$ cat config.mk
export PLATFORM = sky130hd
export DESIGN_NAME = vecMaskWrap
export DESIGN_NICKNAME = d
export VERILOG_FILES = /design/src/rtl/vecPkg.sv /design/src/rtl/expLane.sv /design/src/rtl/vecCtrl.sv /design/src/rtl/vecDatapath.sv /design/src/rtl/vecMaskWrap.sv
export SDC_FILE = /design/constraint.sdc
export NUM_CORES = 2
export LEC_CHECK = 0
export ABC_AREA = 1
export BUFFER_PORTS_ARGS = -buffer_cell sky130_fd_sc_hd__buf_2
export CAP_MARGIN = 10
export CELL_PAD_IN_SITES_DETAIL_PLACEMENT = 1
export CELL_PAD_IN_SITES_GLOBAL_PLACEMENT = 2
export CORE_ASPECT_RATIO = 0.6
export CORE_MARGIN = 4
export CORE_UTILIZATION = 29
export CTS_BUF_LIST = sky130_fd_sc_hd__clkbuf_8 sky130_fd_sc_hd__clkbuf_16
export DETAILED_ROUTE_END_ITERATION = 7
export GPL_TIMING_DRIVEN = 0
export PLACE_DENSITY = 0.81
export SETUP_SLACK_MARGIN = 0.2
export SLEW_MARGIN = 0
export SYNTH_ARGS = -nofsm -noshare
export SYNTH_HDL_FRONTEND = slang
export SYNTH_HIERARCHICAL = 1
export SYNTH_SLANG_ARGS = --single-unit
$ cat constraint.sdc
create_clock -name clk -period 0.8 [get_ports clk]
set_input_delay 0.12 -clock clk [delete_from_list [all_inputs] [get_ports clk]]
set_output_delay 0.12 -clock clk [all_outputs]
set_load 0.01 [all_outputs]
$ cat src/rtl/vecPkg.sv
package vecPkg;
  localparam int LANE_W = 32;
  localparam int BASE_LANES = 4;

  typedef struct packed {
    logic commit;
    logic reject;
  } ctrlStrobe_t;
endpackage

$ cat src/rtl/expLane.sv
module expLane (
  input  logic [31:0] opIn,
  output logic [31:0] resOut,
  output logic        invFlag,
  output logic        denFlag
);
  localparam int FRAC_W = 23;
  localparam int EXP_W = 8;
  localparam logic [EXP_W-1:0] EXP_MAX = '1;
  localparam logic signed [9:0] BIAS = 10'sd127;
  localparam logic signed [9:0] SUB_BASE = 10'sd149;

  logic [EXP_W-1:0] bexp;
  logic [FRAC_W-1:0] frac;
  logic signed [9:0] unb;
  logic [7:0] mag;
  logic [2:0] magTop;
  logic [FRAC_W-1:0] fracOut;
  logic [31:0] intAsFloat;

  function automatic logic [4:0] topBit23(input logic [FRAC_W-1:0] v);
    logic [4:0] r;
    r = '0;
    for (int i = 0; i < FRAC_W; i++) if (v[i]) r = 5'(i);
    return r;
  endfunction

  function automatic logic [2:0] topBit8(input logic [7:0] v);
    logic [2:0] r;
    r = '0;
    for (int i = 0; i < 8; i++) if (v[i]) r = 3'(i);
    return r;
  endfunction

  assign bexp = opIn[30:23];
  assign frac = opIn[22:0];

  always_comb begin
    if (bexp == '0) unb = $signed({5'b0, topBit23(frac)}) - SUB_BASE;
    else            unb = $signed({2'b0, bexp}) - BIAS;
  end

  always_comb begin
    mag = unb[9] ? 8'(-unb) : unb[7:0];
    magTop = topBit8(mag);
    fracOut = 23'({23'b0, mag} << (5'd23 - {2'b0, magTop}));
    if (mag == '0) intAsFloat = '0;
    else intAsFloat = {unb[9], 8'd127 + {5'b0, magTop}, fracOut};
  end

  always_comb begin
    invFlag = 1'b0;
    denFlag = 1'b0;
    if (bexp == EXP_MAX) begin
      if (frac != '0) begin
        resOut = {opIn[31:23], 1'b1, opIn[21:0]};
        invFlag = ~frac[22];
      end else begin
        resOut = 32'h7F80_0000;
      end
    end else if (bexp == '0 && frac == '0) begin
      resOut = 32'hFF80_0000;
    end else begin
      resOut = intAsFloat;
      denFlag = (bexp == '0);
    end
  end
endmodule

$ cat src/rtl/vecCtrl.sv
module vecCtrl
  import vecPkg::*;
(
  input  logic        clk,
  input  logic        rstN,
  input  logic        inValid,
  input  logic [3:0]  regSpec,
  input  logic [1:0]  vecLen,
  output ctrlStrobe_t strobe,
  output logic        done,
  output logic        illegal
);
  localparam logic [3:0] SPEC_OK = 4'b1111;
  localparam logic [1:0] LEN_RSVD = 2'd3;

  logic encOk;
  assign encOk = (regSpec == SPEC_OK) && (vecLen != LEN_RSVD);

  always_comb begin
    strobe.commit = inValid && encOk;
    strobe.reject = inValid && !encOk;
  end

  always_ff @(posedge clk or negedge rstN) begin
    if (!rstN) begin
      done <= 1'b0;
      illegal <= 1'b0;
    end else begin
      done <= inValid;
      illegal <= strobe.reject;
    end
  end
endmodule

$ cat src/rtl/vecDatapath.sv
module vecDatapath
  import vecPkg::*;
#(
  parameter int MAX_LANES = 16
) (
  input  logic                          clk,
  input  logic                          rstN,
  input  ctrlStrobe_t                   strobe,
  input  logic [1:0]                    vecLen,
  input  logic                          maskEn,
  input  logic                          zeroMode,
  input  logic                          bcastSel,
  input  logic [MAX_LANES-1:0]          kMask,
  input  logic [MAX_LANES*LANE_W-1:0]   srcVec,
  output logic [MAX_LANES*LANE_W-1:0]   destVec,
  output logic                          excInvalid,
  output logic                          excDenorm
);
  localparam int VEC_W = MAX_LANES * LANE_W;
  localparam int CNT_W = $clog2(MAX_LANES) + 2;

  logic [CNT_W-1:0] activeCount;
  logic [MAX_LANES-1:0] laneActive, laneWrite, laneInv, laneDen;
  logic [VEC_W-1:0] nextDest;

  assign activeCount = CNT_W'(BASE_LANES) << vecLen;

  for (genvar j = 0; j < MAX_LANES; j++) begin : g_lane
    logic [LANE_W-1:0] laneSrc, laneRes, laneOld;
    assign laneSrc = bcastSel ? srcVec[LANE_W-1:0] : srcVec[j*LANE_W +: LANE_W];
    assign laneOld = destVec[j*LANE_W +: LANE_W];

    expLane u_lane (
      .opIn   (laneSrc),
      .resOut (laneRes),
      .invFlag(laneInv[j]),
      .denFlag(laneDen[j])
    );

    assign laneActive[j] = CNT_W'(j) < activeCount;
    assign laneWrite[j] = laneActive[j] && (!maskEn || kMask[j]);

    always_comb begin
      if (!laneActive[j])    nextDest[j*LANE_W +: LANE_W] = '0;
      else if (laneWrite[j]) nextDest[j*LANE_W +: LANE_W] = laneRes;
      else if (zeroMode)     nextDest[j*LANE_W +: LANE_W] = '0;
      else                   nextDest[j*LANE_W +: LANE_W] = laneOld;
    end
  end

  always_ff @(posedge clk or negedge rstN) begin
    if (!rstN) begin
      destVec <= '0;
      excInvalid <= 1'b0;
      excDenorm <= 1'b0;
    end else if (strobe.commit) begin
      destVec <= nextDest;
      excInvalid <= |(laneInv & laneWrite);
      excDenorm <= |(laneDen & laneWrite);
    end else if (strobe.reject) begin
      excInvalid <= 1'b0;
      excDenorm <= 1'b0;
    end
  end
endmodule

$ cat src/rtl/vecMaskWrap.sv
module vecMaskWrap
  import vecPkg::*;
#(
  parameter int MAX_LANES = 16
) (
  input  logic                        clk,
  input  logic                        rstN,
  input  logic                        inValid,
  input  logic [1:0]                  vecLen,
  input  logic                        maskEn,
  input  logic                        zeroMode,
  input  logic                        bcastEn,
  input  logic                        srcIsMem,
  input  logic [3:0]                  regSpec,
  input  logic [MAX_LANES-1:0]        kMask,
  input  logic [MAX_LANES*32-1:0]     srcVec,
  output logic [MAX_LANES*32-1:0]     destVec,
  output logic                        excInvalid,
  output logic                        excDenorm,
  output logic                        done,
  output logic                        illegal
);
  ctrlStrobe_t strobe;

  vecCtrl u_ctrl (
    .clk    (clk),
    .rstN   (rstN),
    .inValid(inValid),
    .regSpec(regSpec),
    .vecLen (vecLen),
    .strobe (strobe),
    .done   (done),
    .illegal(illegal)
  );

  vecDatapath #(.MAX_LANES(MAX_LANES)) u_dp (
    .clk       (clk),
    .rstN      (rstN),
    .strobe    (strobe),
    .vecLen    (vecLen),
    .maskEn    (maskEn),
    .zeroMode  (zeroMode),
    .bcastSel  (bcastEn && srcIsMem),
    .kMask     (kMask),
    .srcVec    (srcVec),
    .destVec   (destVec),
    .excInvalid(excInvalid),
    .excDenorm (excDenorm)
  );
endmodule

==> reports/summary.md <==
The most instantiated flip-flop cell in the synthesis netlist is dfrtp_1. The routed design has 309,000 um of wire. The tools report the count of final max-slew check failures as 0. The tools report the count of unique library cells instantiated by Yosys as 40. After synthesis, the cell types taking the most area are dfrtp_1 26%, inv_1 15%, nand2_1 13%. The synthesized design contains 0 enable-type register cells.

The post-cts hold buffer count is 24, and the initial standard-cell utilization of the core is 29.3%. In this run the clock root is driven by a clkbuf_16. Setup repair after global routing could not meet its margin everywhere.

Synthesis produced a netlist with a net count of 9,055. For the summed negative setup slack over all endpoints, the log shows -1910.85 ns. Per report_power, the clock group accounts for 23.6% of the total.

The HPWL after detailed placement is 243,000 um. STA classifies the critical path endpoint as a flop. In this run the tool buffered the top-level ports with 1,055 buffer cells.

The tools report the startpoint class of the critical path as a primary input. Of all nets on the critical path, the largest fanout is 7. The run gives 39.3 nW as the total leakage power.

Dividing the final minimum period by the clock period gives 583%. For the remaining number of nets flagged by the antenna check after routing, the log shows 0. Critical path's slowest cell: clkbuf_16.

The worst register-to-register path has a setup slack of -0.05 ns. The routed length per instance came out at 24.8 um. From bottom edge to top edge, the die measures 329 um. Before CTS, the worst setup slack after placement is -5.91 ns.

Compared with the post-synthesis result, the final layout area differs by 40.3%. The run gives 286 as the number of hold violations in the final report. The number of storage elements in the synthesis netlist works out to 516.

Counting I/O delays and the setup requirement, the final critical path takes 4.66 ns. The first detailed-routing pass took 6 iterations. The upper clock frequency limit was 215 MHz. The checks that failed: hold timing, setup timing. The first global-routing pass estimated 431,000 um of wire.

In this run the cell area measured after placement is 58,900 um^2. After synthesis the cells add up to 49,900 um^2. The top cell type by area accounts for 25.9% of the synthesized area. Of all flip-flops after synthesis, the portion carrying an async set or reset was 100%. The launch point of the worst reg-to-reg path is u_dp/destVec[88]$_DFFE_PN0P_. For this block, the initial DRC count from the detailed router was 5,371. The maximum VDD drop was 1.76 mV; the maximum number of pins on one net before global-route repair was 109. The largest single stage delay on the critical path is 0.24 ns. The global router's overall resource usage is 32.6%.

The combinational cell fraction of total power was 48.2%. The run gives 3 as the maximum clock path buffer count. The vias after detailed routing is 63,900, and the number of warnings printed during yosys synthesis is 6. The final core utilization is 41.1%, and the CTS buffer count is 61. In the synthesized netlist, the number of instances is 8,418. The number of antenna violations at the first check in global routing was 96. Cell internal power was estimated by the tool at 70.5 mW. Across the run, the number of max-cap violations was 0. The number of cell instances on the worst register-to-register path was 2. The flow ran to the end, but the final reports show violations. In the layout the commonest cells are 1,907 x inv_1, 1,454 x nand2_1, 1,133 x buf_2.

Area of all placed cells without fillers: 70,000 um^2. At the later pin of the worst-skew pair, clock insertion delay measures 0.71 ns. The tools report the final clock skew as 0 ns.

The data arrival time at the worst-slack endpoint is 5.27 ns, and the die width is 544 um. The total congestion overflow after global routing is 0, and the data required time at the worst endpoint is 1.41 ns. In this run the critical register-to-register path is captured at u_dp/destVec[88]$_DFFE_PN0P_. At the pin with the least slew margin, the transition time is 1.11 ns. The dominant cell type by count on the critical path was buf_4.

The tools report the floorplan die area as 179,000 um^2. During I/O placement, the number of pins put on the boundary was 1,057. The min-delay analysis places its worst path in the category in2async.

For this run, the post-layout net count is 10,700. For the total DRC errors in the routed layout, the log shows 0. TritonCTS built the clock tree.

The via count of the first global-routing pass is 61,800, and the worst setup margin is -3.86 ns. Clock tree synthesis found a total of 516 sinks. At the end of routability-driven placement, the weighted congestion stood at 0.957. The clock tree synthesis step divided the H-tree into 2 levels. The post-route netlist has 31.6% of its cells at a drive strength greater than 1.

Setup violations remaining at the end of the flow were counted as 1,148. The area of the core was 170,000 um^2; the switching power share of the total was 44.3%. For this design the total switching power over the nets is 56.0 mW.

The tools report the number of standard-cell rows in the floorplan as 117. The run gives -0.702 ns as the final worst hold slack. Leaving out fill and tap cells, the most frequent cell in the layout is inv_1. Measured against its own limit, the worst slew margin works out to 26.3%. After clock tree synthesis, the clock-pin slew on the worst setup and hold paths is 0.06 ns. The average instance in the mapped netlist occupies 5.93 um^2. Using the TritonRoute via totals, the vias-per-cell ratio works out to 5.13. Power spread over the standard cell area amounts to 1810 nW/um^2.

Post-synthesis cell type with the largest combined area: dfrtp_1. Registers are responsible for 28.2% of the overall power. The worst setup path is of the in2reg kind. The share of the Yosys chip area taken by registers is 25.9%.
flip-flops by register name, summed over array words and instances (netlist names):
signal / cells
u_ctrl/done: 1
u_dp/destVec: 512
u_dp/excDenorm: 1
u_ctrl/illegal: 1
u_dp/excInvalid: 1
power groups by stage:
stage          logic, mW  clock network (mW)  registers (mW)
6_report            61.0                29.9            35.6
5_1_grt             65.9                31.6            36.2
4_1_cts             54.7                30.6            35.7
3_5_place_dp        48.3                   0            36.1
3_3_place_gp        47.2                   0            35.9
2_1_floorplan       25.0                   0            37.8
per-layer routing:
metal	vias up	GRT usage, %	wire length [um]
li1	29500	-	-
met1	31500	47.5	143000
met2	2465	48.0	132000
met3	417	6.98	25600
met4	2	9.42	9050
met5	-	0	13
final cells by class:
cell class / count / area [um^2]
repair buffers: 1619 / 10500
clock inverters: 35 / 298
flip-flops and latches: 516 / 12900
diodes: 50 / 125
inverters: 2140 / 8280
clock buffers: 75 / 1730
multi-input cells: 5460 / 31600
well taps: 2261 / 2830
plain buffers: 302 / 1780
fillers: 22500 / 100000
metrics by stage:
step / total power [mW] / std cells
finish: 127 / 12500
global route: 134 / 12400
CTS: 121 / 12300
detailed placement: 84.4 / 11800
global placement: 83.1 / 11700
floorplan: 62.8 / 8418
worst max-delay path by stage:
stage	startpoint	to	cells after the start
2_1_floorplan	bcastEn	u_dp/destVec[505]$_DFFE_PN0P_	51
3_3_place_gp	rstN	u_dp/destVec[239]$_DFFE_PN0P_	1
3_5_place_dp	srcIsMem	u_dp/destVec[505]$_DFFE_PN0P_	50
4_1_cts	srcIsMem	u_dp/destVec[313]$_DFFE_PN0P_	54
5_1_grt	srcIsMem	u_dp/destVec[246]$_DFFE_PN0P_	57
6_report	srcIsMem	u_dp/destVec[482]$_DFFE_PN0P_	41
kinds of logic (layout without fill, tap and decap cells):
group / after synthesis / count (layout) / share of synthesized area, %
other: 0 / 50 / 0
flip-flops: 516 / 516 / 25.9
adder cells (fa/ha/maj): 96 / 96 / 2.41
AO/OA/AOI/OAI: 1309 / 1309 / 13.9
buffers and inverters: 2442 / 4171 / 18.8
XOR/XNOR: 32 / 32 / 0.562
AND/OR/NAND/NOR: 4023 / 4023 / 38.4
worst max-delay path: cells and delay by family:
family | cells | cell delay [ns]
AO/OA/AOI/OAI | 2 | 0.18
AND/OR/NAND/NOR | 4 | 0.46
buffers and inverters | 35 | 4.43
Yosys cell counts, drive strengths merged (48+ instances only):
| master | count |
|---|---|
| a21oi | 209 |
| buf | 99 |
| clkbuf | 203 |
| dfrtp | 516 |
| ha | 96 |
| inv | 2137 |
| nand2 | 2018 |
| nand3 | 1165 |
| nand4 | 48 |
| nor2 | 616 |
| nor3 | 80 |
| nor4 | 64 |
| o21ai | 1014 |
| o22ai | 51 |
what timing repair did:
action                                 4_1_cts  5_1_grt
setup endpoints to repair                 1296     1296
setup buffers                              371      146
pin swaps                                  292      358
cloned                                       5        0
resized for setup                          553      624
endpoints found under the hold margin      444      286
(Power assumes the default switching activity.)
